`src/rtl/uart8e1_pkg.sv`:
```
package uart8e1_pkg;

   typedef enum logic [1:0] {
      RX_IDLE,
      RX_START,
      RX_BITS
   } rx_state_e;

   // even parity: the bit that makes the ones count of data+parity even
   function automatic logic even_par(input logic [7:0] d);
      return ^d;
   endfunction

endpackage

```
`src/rtl/u8e1_tick.sv`:
```
module u8e1_tick #(
   parameter int PRE_DIV = 36,
   parameter bit HAS_ALT = 1'b1
) (
   input  logic clk,
   input  logic rst_n,
   input  logic ref_tick,
   input  logic alt_tick,
   input  logic use_alt,
   output logic ovs_tick
);
   localparam int CW = $clog2(PRE_DIV);
   localparam logic [CW-1:0] LAST = CW'(PRE_DIV - 1);

   logic          sel_tick;
   logic [CW-1:0] cnt;

   generate
      if (HAS_ALT) begin : g_alt
         assign sel_tick = use_alt ? alt_tick : ref_tick;
      end else begin : g_ref
         assign sel_tick = ref_tick;
      end
   endgenerate

   always_ff @(posedge clk) begin
      if (!rst_n) begin
         cnt <= '0;
      end else if (sel_tick) begin
         cnt <= (cnt == LAST) ? '0 : cnt + 1'b1;
      end
   end

   assign ovs_tick = sel_tick && (cnt == LAST);

endmodule

```
`src/rtl/u8e1_tx.sv`:
```
module u8e1_tx
   import uart8e1_pkg::*;
#(
   parameter int OVS = 16
) (
   input  logic       clk,
   input  logic       rst_n,
   input  logic       ovs_tick,
   input  logic       wr,
   input  logic [7:0] wdata,
   output logic       empty,
   output logic       txd
);
   localparam int OW = $clog2(OVS);
   localparam logic [OW-1:0] OLAST = OW'(OVS - 1);
   localparam logic [3:0]    BLAST = 4'd10;

   logic [7:0]    hold;
   logic          hold_full;
   logic          busy;
   logic [10:0]   sh;
   logic [OW-1:0] oc;
   logic [3:0]    bc;

   always_ff @(posedge clk) begin
      if (!rst_n) begin
         hold      <= '0;
         hold_full <= 1'b0;
         busy      <= 1'b0;
         sh        <= '1;
         oc        <= '0;
         bc        <= '0;
      end else begin
         if (!busy && hold_full) begin
            busy      <= 1'b1;
            sh        <= {1'b1, even_par(hold), hold, 1'b0};
            oc        <= '0;
            bc        <= '0;
            hold_full <= 1'b0;
         end else if (busy && ovs_tick) begin
            if (oc == OLAST) begin
               oc <= '0;
               sh <= {1'b1, sh[10:1]};
               if (bc == BLAST) busy <= 1'b0;
               else             bc   <= bc + 1'b1;
            end else begin
               oc <= oc + 1'b1;
            end
         end
         if (wr) begin
            hold      <= wdata;
            hold_full <= 1'b1;
         end
      end
   end

   assign empty = ~hold_full;
   assign txd   = busy ? sh[0] : 1'b1;

endmodule

```
`src/rtl/u8e1_rx.sv`:
```
module u8e1_rx
   import uart8e1_pkg::*;
#(
   parameter int OVS = 16
) (
   input  logic       clk,
   input  logic       rst_n,
   input  logic       ovs_tick,
   input  logic       rxd,
   input  logic       rd,
   output logic [7:0] data,
   output logic       full,
   output logic       perr
);
   localparam int OW = $clog2(OVS);
   localparam logic [OW-1:0] OLAST = OW'(OVS - 1);
   localparam logic [OW-1:0] OMID  = OW'(OVS / 2 - 1);
   localparam logic [3:0]    BSTOP = 4'd9;

   logic [1:0]    sy;
   logic          rxs;
   rx_state_e     st;
   logic [OW-1:0] oc;
   logic [3:0]    bc;
   logic [8:0]    sh;

   assign rxs = sy[1];

   always_ff @(posedge clk) begin
      if (!rst_n) begin
         sy   <= 2'b11;
         st   <= RX_IDLE;
         oc   <= '0;
         bc   <= '0;
         sh   <= '0;
         data <= '0;
         full <= 1'b0;
         perr <= 1'b0;
      end else begin
         sy <= {sy[0], rxd};
         if (rd) full <= 1'b0;
         if (ovs_tick) begin
            unique case (st)
               RX_IDLE: begin
                  if (!rxs) begin
                     st <= RX_START;
                     oc <= '0;
                  end
               end
               RX_START: begin
                  if (oc == OMID) begin
                     oc <= '0;
                     bc <= '0;
                     st <= rxs ? RX_IDLE : RX_BITS;
                  end else begin
                     oc <= oc + 1'b1;
                  end
               end
               RX_BITS: begin
                  if (oc == OLAST) begin
                     oc <= '0;
                     if (bc == BSTOP) begin
                        data <= sh[7:0];
                        perr <= ^sh;
                        full <= 1'b1;
                        st   <= RX_IDLE;
                     end else begin
                        sh <= {rxs, sh[8:1]};
                        bc <= bc + 1'b1;
                     end
                  end else begin
                     oc <= oc + 1'b1;
                  end
               end
               default: st <= RX_IDLE;
            endcase
         end
      end
   end

endmodule

```
`src/rtl/uart8e1_core.sv`:
```
module uart8e1_core #(
   parameter int PRE_DIV = 36,
   parameter int OVS     = 16,
   parameter bit HAS_ALT = 1'b1
) (
   input  logic       clk,
   input  logic       rst_n,
   input  logic       ref_tick,
   input  logic       alt_tick,
   input  logic       use_alt,
   input  logic       tx_wr,
   input  logic [7:0] tx_data,
   input  logic       rx_rd,
   output logic [7:0] rx_data,
   output logic       tx_empty,
   output logic       rx_full,
   output logic       par_err,
   input  logic       mask_tx,
   input  logic       mask_rx,
   output logic       irq,
   input  logic       comp_clk_en,
   output logic       hs_out,
   output logic       txd,
   input  logic       rxd
);
   generate
      if (PRE_DIV < 2) begin : g_bad_pre
         $error("PRE_DIV must be at least 2");
      end
      if (OVS < 4 || (OVS % 2) != 0) begin : g_bad_ovs
         $error("OVS must be even and at least 4");
      end
   endgenerate

   logic ovs_tick;

   u8e1_tick #(.PRE_DIV(PRE_DIV), .HAS_ALT(HAS_ALT)) u_tick (
      .clk(clk), .rst_n(rst_n), .ref_tick(ref_tick), .alt_tick(alt_tick),
      .use_alt(use_alt), .ovs_tick(ovs_tick)
   );

   u8e1_tx #(.OVS(OVS)) u_tx (
      .clk(clk), .rst_n(rst_n), .ovs_tick(ovs_tick), .wr(tx_wr),
      .wdata(tx_data), .empty(tx_empty), .txd(txd)
   );

   u8e1_rx #(.OVS(OVS)) u_rx (
      .clk(clk), .rst_n(rst_n), .ovs_tick(ovs_tick), .rxd(rxd), .rd(rx_rd),
      .data(rx_data), .full(rx_full), .perr(par_err)
   );

   assign irq    = (tx_empty & ~mask_tx) | (rx_full & ~mask_rx);
   assign hs_out = rx_full | ~comp_clk_en;

endmodule

```
`config.mk`:
```
export PLATFORM = sky130hd
export DESIGN_NAME = uart8e1_core
export DESIGN_NICKNAME = d
export VERILOG_FILES = /design/src/rtl/uart8e1_pkg.sv /design/src/rtl/u8e1_tick.sv /design/src/rtl/u8e1_tx.sv /design/src/rtl/u8e1_rx.sv /design/src/rtl/uart8e1_core.sv
export SDC_FILE = /design/constraint.sdc
export NUM_CORES = 1
export LEC_CHECK = 0
export ABC_CLOCK_PERIOD_IN_PS = 7400
export CAP_MARGIN = 25
export CORE_MARGIN = 3
export CORE_UTILIZATION = 50
export CTS_CLUSTER_DIAMETER = 150
export DETAILED_ROUTE_END_ITERATION = 8
export MAX_ROUTING_LAYER = met4
export PLACE_DENSITY = 0.72
export SYNTH_ARGS = -nofsm -noshare
export SYNTH_HDL_FRONTEND = slang
export SYNTH_HIERARCHICAL = 1
export SYNTH_SLANG_ARGS = --single-unit
```
`constraint.sdc`:
```
create_clock -name clk -period 7.4 [get_ports clk]
set_input_delay 0.74 -clock clk [delete_from_list [all_inputs] [get_ports clk]]
set_output_delay 0.74 -clock clk [all_outputs]
set_load 0.05 [all_outputs]
```
After elaboration in Yosys (flattened, before gate mapping)
Index checks and enable logic that the tools add are counted.

Output and inout bits: 14. Bits of input ports: 19. Memories kept: 0. Bits in read-only memories: 0. Logic and storage cells: 98. Latch bits: 0. Memory bits (writable): 0. Register bits: 65.

Bitwise logic cells: 11. $mul: 0. Div/mod/pow operators: 0. Magnitude comparators: 0. Multiplexer cells: 32. Add/subtract/negate cells: 5. Equality and inequality tests: 13. Reduce and logical (&&, ||, !) cells: 22. Shift operators: 0.

Operators by type and width (count): 2-to-1 mux 10 bit (3); 2-to-1 mux 4 bit (7); adder 4 x 1 -> 4 bit, second input constant (4); == test 4 bit, second input constant (4); 2-to-1 mux 1 bit (13); one-hot mux 4 bit (3 select lines) (1); 2-to-1 mux 2 bit (5); AND reduction 5 bit (2); nonzero test 2 bit (5); AND reduction 3 bit (3); XOR reduction 9 bit (1); one-hot mux 4 bit (2 select lines) (1); AND reduction 4 bit (2); XOR reduction 8 bit (1); NOT 1 bit (7); adder 6 x 1 -> 6 bit, second input constant (1); == test 6 bit, second input constant (1); 2-to-1 mux 6 bit (1); != test 2 x 1 -> 1 bit, second input constant (3); one-hot mux 2 bit (3 select lines) (1); == test 4 x 3 -> 1 bit, second input constant (1); != test 2 bit, second input constant (2); logical AND 1 bit (3); nonzero test 3 bit (1); other kinds (8) (10).

Depth between registers and ports, before layout
Depth in word-level cells: 5. Mapped depth: 8. Gate-level depth less buffers: 7.

Modules after synthesis
The synthesis kept the hierarchy.

Modules (own cells, without submodules): u8e1_rx (instances 1, sequential area each 620.6 µm², cells an instance 157, area an instance 1465.2 µm²); u8e1_tx (instances 1, sequential area each 560.5 µm², cells an instance 149, area an instance 1382.6 µm²); u8e1_tick (instances 1, sequential area each 120.1 µm², cells an instance 34, area an instance 337.8 µm²); uart8e1_core (instances 1, sequential area each 0.0 µm², cells an instance 4, area an instance 23.8 µm²).

Worst setup path before layout
Ideal clock, no wire load.

Kind: input to register. Start: in use_alt. End: reg u_rx.oc[3]. Data arrival time: 2.633 ns. Data required time: 7.326 ns. Setup time: 0.074 ns. Path slack: 4.693 ns. Cell stages on the path: 7. Path buffers: 1. Cells stage by stage: mux2i_1 -> buf_4 -> nor3_1 -> nand2_1 -> a2111oi_2 -> nand3_1 -> a31oi_1.

Word-level cells in the longest chain between the ends: 3.

Ends and longest elaborated chain: start, declared (line uart8e1_core.sv:10) `input logic use_alt,`; 2-to-1 mux 1 bit (line u8e1_tick.sv:20) `assign sel_tick = use_alt ? alt_tick : ref_tick;`; logical AND 1 bit (line u8e1_tick.sv:34) `assign ovs_tick = sel_tick && (cnt == LAST);`; via ovs_tick (line uart8e1_core.sv:35) `logic ovs_tick;`; AND reduction 3 bit (no line); end signal, assigned (line u8e1_rx.sv:56) `oc <= oc + 1'b1;`; end signal, assigned (line u8e1_rx.sv:72) `oc <= oc + 1'b1;`; end, declared (line u8e1_rx.sv:23) `logic [OW-1:0] oc;`.

The timed path passes the listed nets, and every way through them passes these cells. A chain may end at the register's enable or synchronous reset.

Final worst setup path
Start: in mask_tx. End: out irq.

Word-level cells in the longest chain between the ends: 3.

Ends and longest elaborated chain: start, declared (line uart8e1_core.sv:18) `input logic mask_tx,`; NOT 1 bit (line uart8e1_core.sv:52) `assign irq = (tx_empty & ~mask_tx) | (rx_full & ~mask_rx);`; AND 1 bit (line uart8e1_core.sv:52); bitwise OR 1 bit (line uart8e1_core.sv:52); end, declared (line uart8e1_core.sv:20) `output logic irq,`.

No other way between the ends.

==> key figures <==
STA
  • Minimum clock period: ~2.8 ns
  • Worst hold margin: 0.4094 ns
  • Slew margin rel.: 56.46%
  • Least-Margin Pin Slew: between 0.6 and 0.7 ns
  • Hold Violations, Final: 0
  • Max Fclk: between 0.3 and 0.4 GHz
  • Crit share post-route: between 30% and 40%
  • Worst Skew: between 0.008 and 0.009 ns
  • TNS Setup: 0 ns
  • Final setup fails: 0
  • Slew Viols, Final: 0
  • Unrepaired setup endpoints after global routing: false

Setup path
  • Crit path kind: in -> out
  • Worst Path Required: approximately 6.7 ns
  • Crit path from: mask_tx
  • Crit Reg-Reg Endpoint: u_rx/perr
  • Reg2Reg Setup Slack: just under 5 ns
  • Worst path slowest cell: clkdlybuf4s50_1
  • Worst setup EP type: output port
  • RR Startpoint: u_tick/cnt[2]
  • Worst setup SP type: input pin
  • CP top delay family: buffers and inverters
  • Crit-path max cell delay: 0.82 ns
  • CP arrival: about 2.1 ns
  • WP buf/inv: 2
  • End of the critical path: irq
  • Crit path max fanout: 1
  • Reg2Reg Depth: 6
  • Worst path cell trace: clkdlybuf4s50_1, o22ai_2, clkdlybuf4s50_1
  • Cell mode on critical path: clkdlybuf4s50_1
  • Stages on the worst setup path: 3

Floorplanning
  • Io pins: 33
  • Row count: 28
  • Die X: approximately 86 um
  • Core ar.: 6061 um2
  • Initial core utilization: a little over half
  • DIE AREA: about 7400 um2
  • DIE HEIGHT: 86.12 um

Synth
  • Ys Warns: 6
  • Async S/R FF share, synth: 0%
  • Post-Syn Nets: approximately 370
  • Main synth FF type: dfxtp_1
  • Mapped Cells: about 340
  • Multiplexer share of the synthesized area: 9.357%
  • Synth Cell Area: 3209 um2
  • Top cell type's share of synthesized area: about two fifths
  • Top post-synthesis cells by area: dfxtp_1, mux2i_1, nor2_1, ha_1, xnor2_1
  • XOR/XNOR Fraction of Synth Area: a little over 5%
  • Number of synthesized flops with an enable pin: 0
  • Yosys cell types: 59
  • Register area share after synthesis: 40.55%
  • Synth Area in Compound Gates: 14.97%
  • Area leader, netlist: dfxtp_1
  • Synth Register Bits: 65
  • Synth Area in Simple Gates: 21.40%
  • Post-Synth Adder-Cell Area: under 10%
  • Avg Cell Area, Syn: approximately 9.3 um2
  • Largest family of logic cells by synthesized area: simple AND/OR/NAND/NOR gates

Clock tree
  • Setup Buffers After CTS: 0
  • Clock-pin slew on the worst setup and hold paths: 0.06 ns
  • Root Buffer: clkbuf_8
  • Clock sinks: 65
  • CTS tree: done
  • H-tree depth: 3
  • Hold_buf cts: 0
  • Max Root-Sink Buffers: 2
  • Post_cts resized: 0
  • Clk Latency, worst-skew pair: around 0.34 ns
  • Cts bufs inserted: 9

Status
  • Status: finished clean

Job
  • Count of maximum capacitance violations: 0

Finish
  • ANT cells: 0
  • Final net count: about 400
  • Share of post-route cells with drive strength above 1: approximately a tenth
  • Fin cells: ~450
  • Layout Area Growth over Synthesis: 16.30%
  • Final instance area: 3732 um2

Routing
  • Overall routed net length: between 5000 and 6000 um
  • Drt first pass iters: 4
  • Routed wire per std cell: ~13 um
  • DRT iter0 DRCs: just under 100
  • Residual DRC: 0
  • Via-to-Cell Ratio: approximately 5.5
  • Routed Antenna Nets: 0
  • Via count: 2483

GRT
  • Largest net degree at the start of global routing: 39
  • Global route total overflow: 0
  • First-pass GRT wire length: about 10000 um
  • Antenna violations before repair: 0
  • Total track usage: 17.09%
  • Vias in the first global route: between 2k and 2.5k

Placed design
  • Final GP Congestion: 0.7473
  • Port bufs: 32
  • Final HPWL DP: approximately 4000 um
  • Placed cell count: around 440
  • Placed cell area: approximately 3500 um2

Hold path
  • Hold Path Class: reg -> reg
  • Min-Delay Startpoint: u_rx/sy[0]

Power
  • Power Density: roughly 190 nW/um2
  • Switch Pwr: 167.2 uW
  • Clk network pwr share: 41.1%
  • Internal power: approximately 550 uW
  • Sw Share: between 20% and 30%
  • Peak VDD IR: ~0.13 mV
  • Combinational share of power: 7.7%
  • Seq pwr share: around half
  • Lkg Pwr: 1.460 nW
per-layer routing:
metal	global-route usage, %	routed length [um]
met5	-	0
met4	8.633	112
met3	3.458	127
met2	26.56	2765
met1	21.00	2844
state kept, by name, summed over array words and instances (netlist names), 6 cells and up:
signal      count
u_rx/data       8
u_tick/cnt      6
u_tx/hold       8
u_rx/sh         9
u_tx/sh        10
power groups by stage:
stage               logic (mW)  clock network, mW  registers (mW)
finish                  0.0548              0.294           0.366
global route            0.0602              0.318           0.367
CTS                     0.0554              0.304           0.366
detailed placement      0.0548                  0           0.374
global placement        0.0539                  0           0.374
floorplan               0.0398                  0           0.372
layout by cell type (no fill, tap or decap), types with 3 or more instances in the layout:
cell             count
a21oi_1             19
a21oi_2              4
buf_4                3
clkbuf_8            10
clkdlybuf4s50_1     32
dfxtp_1             65
ha_1                10
inv_1               11
mux2i_1             30
nand2_1             14
nand2b_1             7
nand3_1             19
nand3_2              3
nand3b_1             3
nand4b_1             4
nor2_1              34
nor2b_1             12
o21a_1               3
o21ai_0              7
o21ai_1             19
or4_1                4
xnor2_1             14
per-stage QoR:
| step | setup slack [ns] | utilization [%] | total power, mW |
|---|---|---|---|
| final | 4.551 | 61.58 | 0.7157 |
| after global routing | 4.503 | 61.58 | 0.7458 |
| after CTS | 4.547 | 61.58 | 0.7259 |
| after detailed placement | 4.290 | 58.38 | 0.4291 |
| after global placement | 4.346 | 58.38 | 0.4281 |
| after floorplan | 4.693 | - | 0.4116 |
cell usage after synthesis (all sizes together) (3+ instances only):
cell type / number
or4: 4
nand4b: 4
o21a: 3
ha: 10
nand3b: 3
nor2: 36
clkbuf: 5
inv: 12
buf: 12
nand3: 22
a21oi: 23
dfxtp: 65
nor2b: 12
nand2: 15
xnor2: 14
mux2i: 30
o21ai: 27
nand2b: 7
nor3: 3
a21boi: 4
cell type report:
cell class / count / area [um2]
repair buffers: 35 / 342.8
inverters: 12 / 45.04
multi-input cells: 250 / 1755
fillers: 526 / 2328
well taps: 75 / 93.84
clock buffers: 10 / 137.6
flip-flops and latches: 65 / 1301
clock inverters: 5 / 56.30
how the worst min path moves through the flow:
stage | cells after the start | to | slack, ns
CTS | 1 | u_rx/sy[1] | 0.41
global route | 1 | u_rx/sy[1] | 0.42
finish | 1 | u_rx/sy[1] | 0.41
floorplan | 1 | u_rx/sy[1] | 0.39
global placement | 1 | u_rx/sy[1] | 0.39
detailed placement | 1 | u_rx/sy[1] | 0.40
kinds of logic after synthesis:
logic type      after synthesis
fa+ha+maj                    10
simple gates                120
xor+xnor                     17
mux                          30
flops                        65
compound gates               73
buf+inv                      29
No activity file was read; power rests on OpenSTA's default activity.
